File: src/rtl/oram_host_pkg.sv
package oram_host_pkg;
  typedef enum logic [3:0] {
    OP_NONE     = 4'h0,
    OP_START_RD = 4'h1,
    OP_POLL     = 4'h2,
    OP_COLLECT  = 4'h3,
    OP_RELOCATE = 4'h4,
    OP_START_WR = 4'h9
  } cmd_op_e;

  typedef enum logic [2:0] {
    ST_IDLE,
    ST_LOOKUP,
    ST_POLL,
    ST_WAIT_POLL,
    ST_COLLECT,
    ST_WAIT_COLLECT,
    ST_RELOCATE
  } seq_state_e;
endpackage

File: src/rtl/oram_host_leaf_table.sv
module oram_host_leaf_table #(
  parameter int ADDR_W = 8,
  parameter int LEAF_W = 4
) (
  input  logic              clk,
  input  logic              rst,
  input  logic              rd_en,
  input  logic [ADDR_W-1:0] rd_addr,
  output logic [LEAF_W-1:0] rd_leaf,
  input  logic              wr_en,
  input  logic [ADDR_W-1:0] wr_addr,
  input  logic [LEAF_W-1:0] wr_leaf
);
  localparam int DEPTH = 1 << ADDR_W;

  logic [LEAF_W-1:0] mem [DEPTH];
  logic [DEPTH-1:0]  vld_q;
  logic [LEAF_W-1:0] mem_rd_q;
  logic [LEAF_W-1:0] dflt_q;
  logic              hit_q;

  // RAM part: no reset, one write port, registered read
  always_ff @(posedge clk) begin
    if (wr_en) mem[wr_addr] <= wr_leaf;
    if (rd_en) mem_rd_q <= mem[rd_addr];
  end

  // Written-flags and default leaf in flops so reset covers them
  always_ff @(posedge clk) begin
    if (rst) begin
      vld_q  <= '0;
      hit_q  <= 1'b0;
      dflt_q <= '0;
    end else begin
      if (wr_en) vld_q[wr_addr] <= 1'b1;
      if (rd_en) begin
        hit_q  <= vld_q[rd_addr];
        dflt_q <= LEAF_W'(rd_addr);
      end
    end
  end

  assign rd_leaf = hit_q ? mem_rd_q : dflt_q;


  wr_marks_chk: assert property (@(posedge clk) disable iff (rst)
    wr_en |=> vld_q[$past(wr_addr)]);
endmodule

File: src/rtl/oram_host_lfsr.sv
module oram_host_lfsr #(
  parameter int            LFSR_W = 8,
  parameter logic [7:0]    TAPS   = 8'hB8,
  parameter int            LEAF_W = 4
) (
  input  logic              clk,
  input  logic              rst,
  input  logic              step,
  output logic [LEAF_W-1:0] leaf
);
  logic [LFSR_W-1:0] state_q;
  logic              fb;

  assign fb   = ^(state_q & LFSR_W'(TAPS));
  assign leaf = state_q[LEAF_W-1:0];

  always_ff @(posedge clk) begin
    if (rst)       state_q <= LFSR_W'(1);
    else if (step) state_q <= {state_q[LFSR_W-2:0], fb};
  end


  lfsr_live_chk: assert property (@(posedge clk) disable iff (rst)
    state_q != '0);


  lfsr_hold_chk: assert property (@(posedge clk) disable iff (rst)
    !$past(step) && !$past(rst) |-> $stable(state_q));
endmodule

File: src/rtl/oram_host_route_dec.sv
module oram_host_route_dec #(
  parameter int NUM_MOD = 2,
  parameter int IDX_W   = 1
) (
  input  logic [IDX_W-1:0]   idx,
  output logic [NUM_MOD-1:0] sel
);
  for (genvar i = 0; i < NUM_MOD; i++) begin : g_sel
    assign sel[i] = (idx == IDX_W'(i));
  end
endmodule

File: src/rtl/oram_split_host.sv
module oram_split_host #(
  parameter int         ADDR_W    = 8,
  parameter int         DATA_W    = 32,
  parameter int         LEAF_W    = 4,
  parameter int         NUM_MOD   = 2,
  parameter int         PROBE_MAX = 64,
  parameter int         LFSR_W    = 8,
  parameter logic [7:0] LFSR_TAPS = 8'hB8
) (
  input  logic               clk,
  input  logic               rst,
  input  logic               req_valid,
  input  logic               req_write,
  input  logic [ADDR_W-1:0]  req_addr,
  input  logic [DATA_W-1:0]  req_wdata,
  output logic               req_ready,
  output logic               rsp_valid,
  output logic               rsp_err,
  output logic [DATA_W-1:0]  rsp_rdata,
  output logic               cmd_valid,
  output logic [3:0]         cmd_op,
  output logic [NUM_MOD-1:0] cmd_sel,
  output logic [ADDR_W-1:0]  cmd_addr,
  output logic [DATA_W-1:0]  cmd_data,
  output logic [LEAF_W-1:0]  cmd_leaf,
  input  logic               mod_rsp_valid,
  input  logic               mod_rsp_done,
  input  logic [DATA_W-1:0]  mod_rsp_data
);
  import oram_host_pkg::*;

  localparam int CNT_W = $clog2(PROBE_MAX + 1);
  localparam int IDX_W = (NUM_MOD > 1) ? $clog2(NUM_MOD) : 1;

  seq_state_e          state_q;
  logic [ADDR_W-1:0]   addr_q;
  logic [DATA_W-1:0]   wdata_q;
  logic                write_q;
  logic [LEAF_W-1:0]   leaf_q;
  logic [DATA_W-1:0]   blk_q;
  logic [CNT_W-1:0]    probe_cnt_q;

  logic                accept;
  logic [LEAF_W-1:0]   table_leaf;
  logic [LEAF_W-1:0]   new_leaf;
  logic [LEAF_W-1:0]   route_leaf;
  logic [NUM_MOD-1:0]  route_sel;
  logic                relocating;

  assign req_ready  = (state_q == ST_IDLE);
  assign accept     = req_valid && req_ready;
  assign relocating = (state_q == ST_RELOCATE);
  assign route_leaf = (state_q == ST_LOOKUP) ? table_leaf : leaf_q;

  oram_host_leaf_table #(.ADDR_W(ADDR_W), .LEAF_W(LEAF_W)) u_table (
    .clk     (clk),
    .rst     (rst),
    .rd_en   (accept),
    .rd_addr (req_addr),
    .rd_leaf (table_leaf),
    .wr_en   (relocating),
    .wr_addr (addr_q),
    .wr_leaf (new_leaf)
  );

  oram_host_lfsr #(.LFSR_W(LFSR_W), .TAPS(LFSR_TAPS), .LEAF_W(LEAF_W)) u_lfsr (
    .clk  (clk),
    .rst  (rst),
    .step (relocating),
    .leaf (new_leaf)
  );

  oram_host_route_dec #(.NUM_MOD(NUM_MOD), .IDX_W(IDX_W)) u_dec (
    .idx (route_leaf[LEAF_W-1 -: IDX_W]),
    .sel (route_sel)
  );

  always_ff @(posedge clk) begin
    if (rst) begin
      state_q     <= ST_IDLE;
      addr_q      <= '0;
      wdata_q     <= '0;
      write_q     <= 1'b0;
      leaf_q      <= '0;
      blk_q       <= '0;
      probe_cnt_q <= '0;
      cmd_valid   <= 1'b0;
      cmd_op      <= OP_NONE;
      cmd_sel     <= '0;
      cmd_addr    <= '0;
      cmd_data    <= '0;
      cmd_leaf    <= '0;
      rsp_valid   <= 1'b0;
      rsp_err     <= 1'b0;
      rsp_rdata   <= '0;
    end else begin
      cmd_valid <= 1'b0;
      rsp_valid <= 1'b0;
      rsp_err   <= 1'b0;
      unique case (state_q)
        ST_IDLE: begin
          if (accept) begin
            addr_q  <= req_addr;
            wdata_q <= req_wdata;
            write_q <= req_write;
            state_q <= ST_LOOKUP;
          end
        end
        ST_LOOKUP: begin
          leaf_q      <= table_leaf;
          cmd_valid   <= 1'b1;
          cmd_op      <= write_q ? OP_START_WR : OP_START_RD;
          cmd_sel     <= route_sel;
          cmd_addr    <= addr_q;
          cmd_data    <= wdata_q;
          cmd_leaf    <= table_leaf;
          probe_cnt_q <= '0;
          state_q     <= ST_POLL;
        end
        ST_POLL: begin
          cmd_valid   <= 1'b1;
          cmd_op      <= OP_POLL;
          cmd_sel     <= route_sel;
          cmd_data    <= '0;
          probe_cnt_q <= probe_cnt_q + 1'b1;
          state_q     <= ST_WAIT_POLL;
        end
        ST_WAIT_POLL: begin
          if (mod_rsp_valid) begin
            if (mod_rsp_done) begin
              state_q <= ST_COLLECT;
            end else if (probe_cnt_q == CNT_W'(PROBE_MAX)) begin
              rsp_valid <= 1'b1;
              rsp_err   <= 1'b1;
              rsp_rdata <= '0;
              state_q   <= ST_IDLE;
            end else begin
              state_q <= ST_POLL;
            end
          end
        end
        ST_COLLECT: begin
          cmd_valid <= 1'b1;
          cmd_op    <= OP_COLLECT;
          cmd_sel   <= route_sel;
          state_q   <= ST_WAIT_COLLECT;
        end
        ST_WAIT_COLLECT: begin
          if (mod_rsp_valid) begin
            blk_q   <= write_q ? wdata_q : mod_rsp_data;
            state_q <= ST_RELOCATE;
          end
        end
        ST_RELOCATE: begin
          cmd_valid <= 1'b1;
          cmd_op    <= OP_RELOCATE;
          cmd_sel   <= '1;
          cmd_addr  <= addr_q;
          cmd_data  <= blk_q;
          cmd_leaf  <= new_leaf;
          rsp_valid <= 1'b1;
          rsp_rdata <= blk_q;
          state_q   <= ST_IDLE;
        end
        default: state_q <= ST_IDLE;
      endcase
    end
  end


  busy_no_accept_chk: assert property (@(posedge clk) disable iff (rst)
    cmd_valid && req_ready |-> cmd_op == OP_RELOCATE);


  relocate_bcast_chk: assert property (@(posedge clk) disable iff (rst)
    cmd_valid && cmd_op == OP_RELOCATE |-> cmd_sel == '1 && rsp_valid);


  single_target_chk: assert property (@(posedge clk) disable iff (rst)
    cmd_valid && cmd_op != OP_RELOCATE |-> $onehot(cmd_sel));


  poll_bound_chk: assert property (@(posedge clk) disable iff (rst)
    probe_cnt_q <= CNT_W'(PROBE_MAX));


  good_rsp_pair_chk: assert property (@(posedge clk) disable iff (rst)
    rsp_valid && !rsp_err |-> cmd_valid && cmd_op == OP_RELOCATE);


  poll_same_mod_chk: assert property (@(posedge clk) disable iff (rst)
    cmd_valid && cmd_op == OP_POLL && $past(cmd_valid) |-> $stable(cmd_sel));
endmodule

File: config.mk
export PLATFORM = sky130hd
export DESIGN_NAME = oram_split_host
export DESIGN_NICKNAME = d
export VERILOG_FILES = /design/src/rtl/oram_host_pkg.sv /design/src/rtl/oram_host_leaf_table.sv /design/src/rtl/oram_host_lfsr.sv /design/src/rtl/oram_host_route_dec.sv /design/src/rtl/oram_split_host.sv
export SDC_FILE = /design/constraint.sdc
export NUM_CORES = 2
export LEC_CHECK = 0
export ABC_CLOCK_PERIOD_IN_PS = 6600
export CAP_MARGIN = 40
export CORE_ASPECT_RATIO = 0.75
export CORE_UTILIZATION = 55
export DETAILED_ROUTE_END_ITERATION = 12
export GPL_ROUTABILITY_DRIVEN = 0
export PLACE_DENSITY_LB_ADDON = 0.12
export RECOVER_POWER = 25
export SLEW_MARGIN = 0
export SYNTH_ARGS = -nofsm -noshare
export SYNTH_HDL_FRONTEND = slang
export SYNTH_SLANG_ARGS = --single-unit
File: constraint.sdc
create_clock -name clk -period 6.6 [get_ports clk]
set_input_delay 0.66 -clock clk [delete_from_list [all_inputs] [get_ports clk]]
set_output_delay 0.66 -clock clk [all_outputs]
set_load 0.1 [all_outputs]
==> flow_summary_export.csv <==
group,metric,value,unit
power,p_sw_share,22.0,%
worst_setup_path,cpLargestDelayFamily,"flip-flops",
min_path,hold_depth,4,
global_route,antenna_found_initial,6,
synth,synth.area.top_cells,"edfxtp_1, dfxtp_1, mux4_2",
synth,syn_area,57300,um^2
worst_setup_path,critical_path_class,"reg2reg",
synth,async_flop_share,0,%
min_path,hp-class,"in2reg",
worst_setup_path,cp-end-kind,"flop",
power,p_clk_share,42.4,%
worst_setup_path,timing.critical_path.buf_inv,1,
worst_setup_path,required,6.81,ns
global_route,gr-total-overflow,0,
synth,syn_avg_cell_area,14.8,um^2
routing,vias_per_cell,6.37,
floorplan,coreArea,103000,um^2
routing,first_pass_iters,6,
synth,ys_ff_latch,1462,
worst_setup_path,critPathLaunch,"u_lfsr.state_q[3]$_SDFFE_PP0P_",
power,irDropWorstVdd,0.239,mV
cells_and_area,syn_to_final_growth,16.9,%
synth,syn-instance-count,3884,
timing,drv_slew,239,
timing,rsz0062_at_grt,"no",
clock_tree,clk_pin_slew,0.06,ns
routing,vias,35300,
clock_tree,clockBufferDepth,3,
global_route,grt_pass1_vias,33800,
clock_tree,cts_max_level,4,
clock_tree,cts_buffers,139,
cells_and_area,finish.utilization,64.9,%
synth,ys_seq_area_share,69.0,%
worst_setup_path,crit_chain,"clkbuf_1",
synth,yosysWarnings,0,
synth,yosys-mux-area-fraction,13.4,%
synth,yosys.area_share.simple,6.70,%
run_status,failed_checks,"max-capacitance violations, max-slew violations",
floorplan,num_io_pins,164,
synth,synth_xor_area_share,0.0764,%
worst_setup_path,cp_slowest_cell,"dfxtp_1",
global_route,grt_max_degree,256,
routing,post_drt_wl_per_cell,27.0,um
global_route,gr-usage-all-layers,28.3,%
worst_setup_path,reg2reg_slack,1.97,ns
power,pwr-share-comb,5.8,%
cells_and_area,final_common_cell,"edfxtp_1",
timing,slew_headroom,-87.8,%
synth,synth_fa_ha_area_share,0.0436,%
clock_tree,cts-root-buf,"clkbuf_16",
min_path,holdCritStartpoint,"req_addr[3]",
timing,setup_viol,0,
run_status,status,"complete, but fails checks",
floorplan,die_w,375,um
routing,routed_wirelength,150000,um
timing,tightestPinTransition,2.82,ns
min_path,hold_end,"addr_q[3]$_SDFFE_PP0P_",
timing,hold_viol,0,
floorplan,die_y,282,um
cells_and_area,n_fill_cell,7219,
synth,ys_types,56,
power,powerDensity,282,nW/um^2
synth,synth_top_family_by_area,"multiplexers",
clock_tree,tritoncts,"yes",
floorplan,initial_core_util,55.5,%
synth,synth_compound_area_share,8.53,%
timing,fmax,216,MHz
timing,whs,0.433,ns
timing,fin_tns_setup,0,ns
routing,drtIter0Drc,4417,
worst_setup_path,r2r_end,"u_table.mem[212][3]$_DFFE_PP_",
routing,route.detailed.drc,0,
worst_setup_path,crit_path_max_incr_delay,2.19,ns
worst_setup_path,critPathArrivalTime,4.84,ns
clock_tree,cts_resized,0,
power,p_int,14.7,mW
synth,syn_nets,3964,
placed_design,dp_hpwl,88200,um
clock_tree,worstSkewPairLatency,0.76,ns
synth,synth-main-ff-cell,"edfxtp_1",
cells_and_area,final_nets,4162,
worst_setup_path,start_kind,"flop",
clock_tree,cts.sinks,1462,
job,drv_cap,4,
synth,synth_edf_count,1028,
placed_design,io_buffers,163,
global_route,grt_pass1_wl,221000,um
routing,drtAntennaViolNets,0,
placed_design,place_area,62400,um^2
synth,synth_top_area_cell,"edfxtp_1",
cells_and_area,fin_area,67000,um^2
cells_and_area,layout-drive-gt1-share,17.9,%
worst_setup_path,critPathMaxFanout,81,
worst_setup_path,rr_worst_depth,1,
floorplan,std_cell_rows,102,
power,power.switching,4.14,mW
timing,period_minus_slack,4.63,ns
floorplan,die-area,106000,um^2
synth,yosys.area.top_type_share,53.8,%
power,p_seq_share,51.8,%
timing,finClkSkew,0.0254,ns
clock_tree,post_cts_buffers,0,
power,leakagePower,21.6,nW
worst_setup_path,rr_startpoint,"u_lfsr.state_q[3]$_SDFFE_PP0P_",
timing,finalCritPeriodShare,70.2,%
clock_tree,hold_buffers,0,
cells_and_area,layout_common_cells,"edfxtp_1, nor2_1, a21oi_1",
-- cell families (layout without fill, tap and decap cells) --
kind of cell | after synthesis | after routing
flip-flops | 1462 | 1462
AND/OR/NAND/NOR | 952 | 952
AO/OA/AOI/OAI | 786 | 786
multiplexers | 370 | 370
buffers and inverters | 307 | 616
XOR/XNOR | 5 | 5
adder cells (fa/ha/maj) | 2 | 2
other | 0 | 3
-- registers in the layout, indices dropped and copies added, names as in the netlist, 8 cells and up --
register	flops
u_table.mem	1024
u_table.vld_q	256
blk_q	32
cmd_data	32
rsp_rdata	32
wdata_q	32
addr_q	8
cmd_addr	8
u_lfsr.state_q	8
-- worst max-delay path by stage --
stage | endpoint | cells past startpoint | slack, ns
5_1_grt | u_table.mem[225][3]$_DFFE_PP_ | 1 | 1.62
2_1_floorplan | u_lfsr.state_q[0]$_SDFFE_PP1P_ | 4 | 2.20
3_3_place_gp | u_table.mem_rd_q[0]$_DFFE_PP_ | 7 | 2.10
3_5_place_dp | u_table.mem_rd_q[0]$_DFFE_PP_ | 8 | 2.31
6_report | u_table.mem[212][3]$_DFFE_PP_ | 1 | 1.97
4_1_cts | u_table.mem[225][0]$_DFFE_PP_ | 8 | 2.55
-- power groups by stage --
stage	registers, mW	clock network, mW	logic (mW)
3_5_place_dp	9.97	0	1.08
5_1_grt	9.77	8.45	1.15
3_3_place_gp	9.97	0	0.997
2_1_floorplan	10.0	0	0.607
4_1_cts	9.77	8.10	1.09
6_report	9.77	8.00	1.09
-- synth_stat cells, drive strengths merged (3+ instances only) --
cell,number
a211o,3
a211oi,35
a21oi,432
a221oi,4
a22o,66
a22oi,195
a311oi,3
and2,3
buf,78
clkbuf,221
dfxtp,434
edfxtp,1028
inv,7
mux2i,52
mux4,318
nand2,200
nand2b,14
nand3,20
nand3b,3
nand4,4
nor2,629
nor2b,19
nor3,21
nor4,19
o2111ai,4
o211ai,8
o21ai,14
o22ai,6
or2,3
or3,12
xnor2,5
-- per-stage QoR --
| step | std cells | setup WS [ns] | total power, mW |
|---|---|---|---|
| after global placement | 5181 | 2.10 | 11.0 |
| after global routing | 5546 | 1.62 | 19.4 |
| final | 5548 | 1.97 | 18.9 |
| after floorplan | 3884 | 2.20 | 10.6 |
| after CTS | 5545 | 2.55 | 19.0 |
| after detailed placement | 5293 | 2.31 | 11.1 |
-- layout make-up --
class	instances	area (um^2)	share of cell area, %
flip-flops and latches	1462	39600	59.1
clock buffers	185	4000	5.98
clock inverters	67	561	0.837
diodes	3	7.51	0.0112
multi-input cells	2115	16600	24.7
repair buffers	356	4560	6.80
well taps	1352	1690	2.53
inverters	8	30.0	0.0448
-- metal layers --
metal | wire [um] | vias up | GRT usage (%)
li1 | - | 15300 | -
met2 | 66500 | 1768 | 41.1
met4 | 3510 | 4 | 8.28
met1 | 65400 | 18000 | 43.2
met3 | 14300 | 266 | 6.12
met5 | 22 | - | 0
Note: power is estimated with default switching activity, not from simulation.
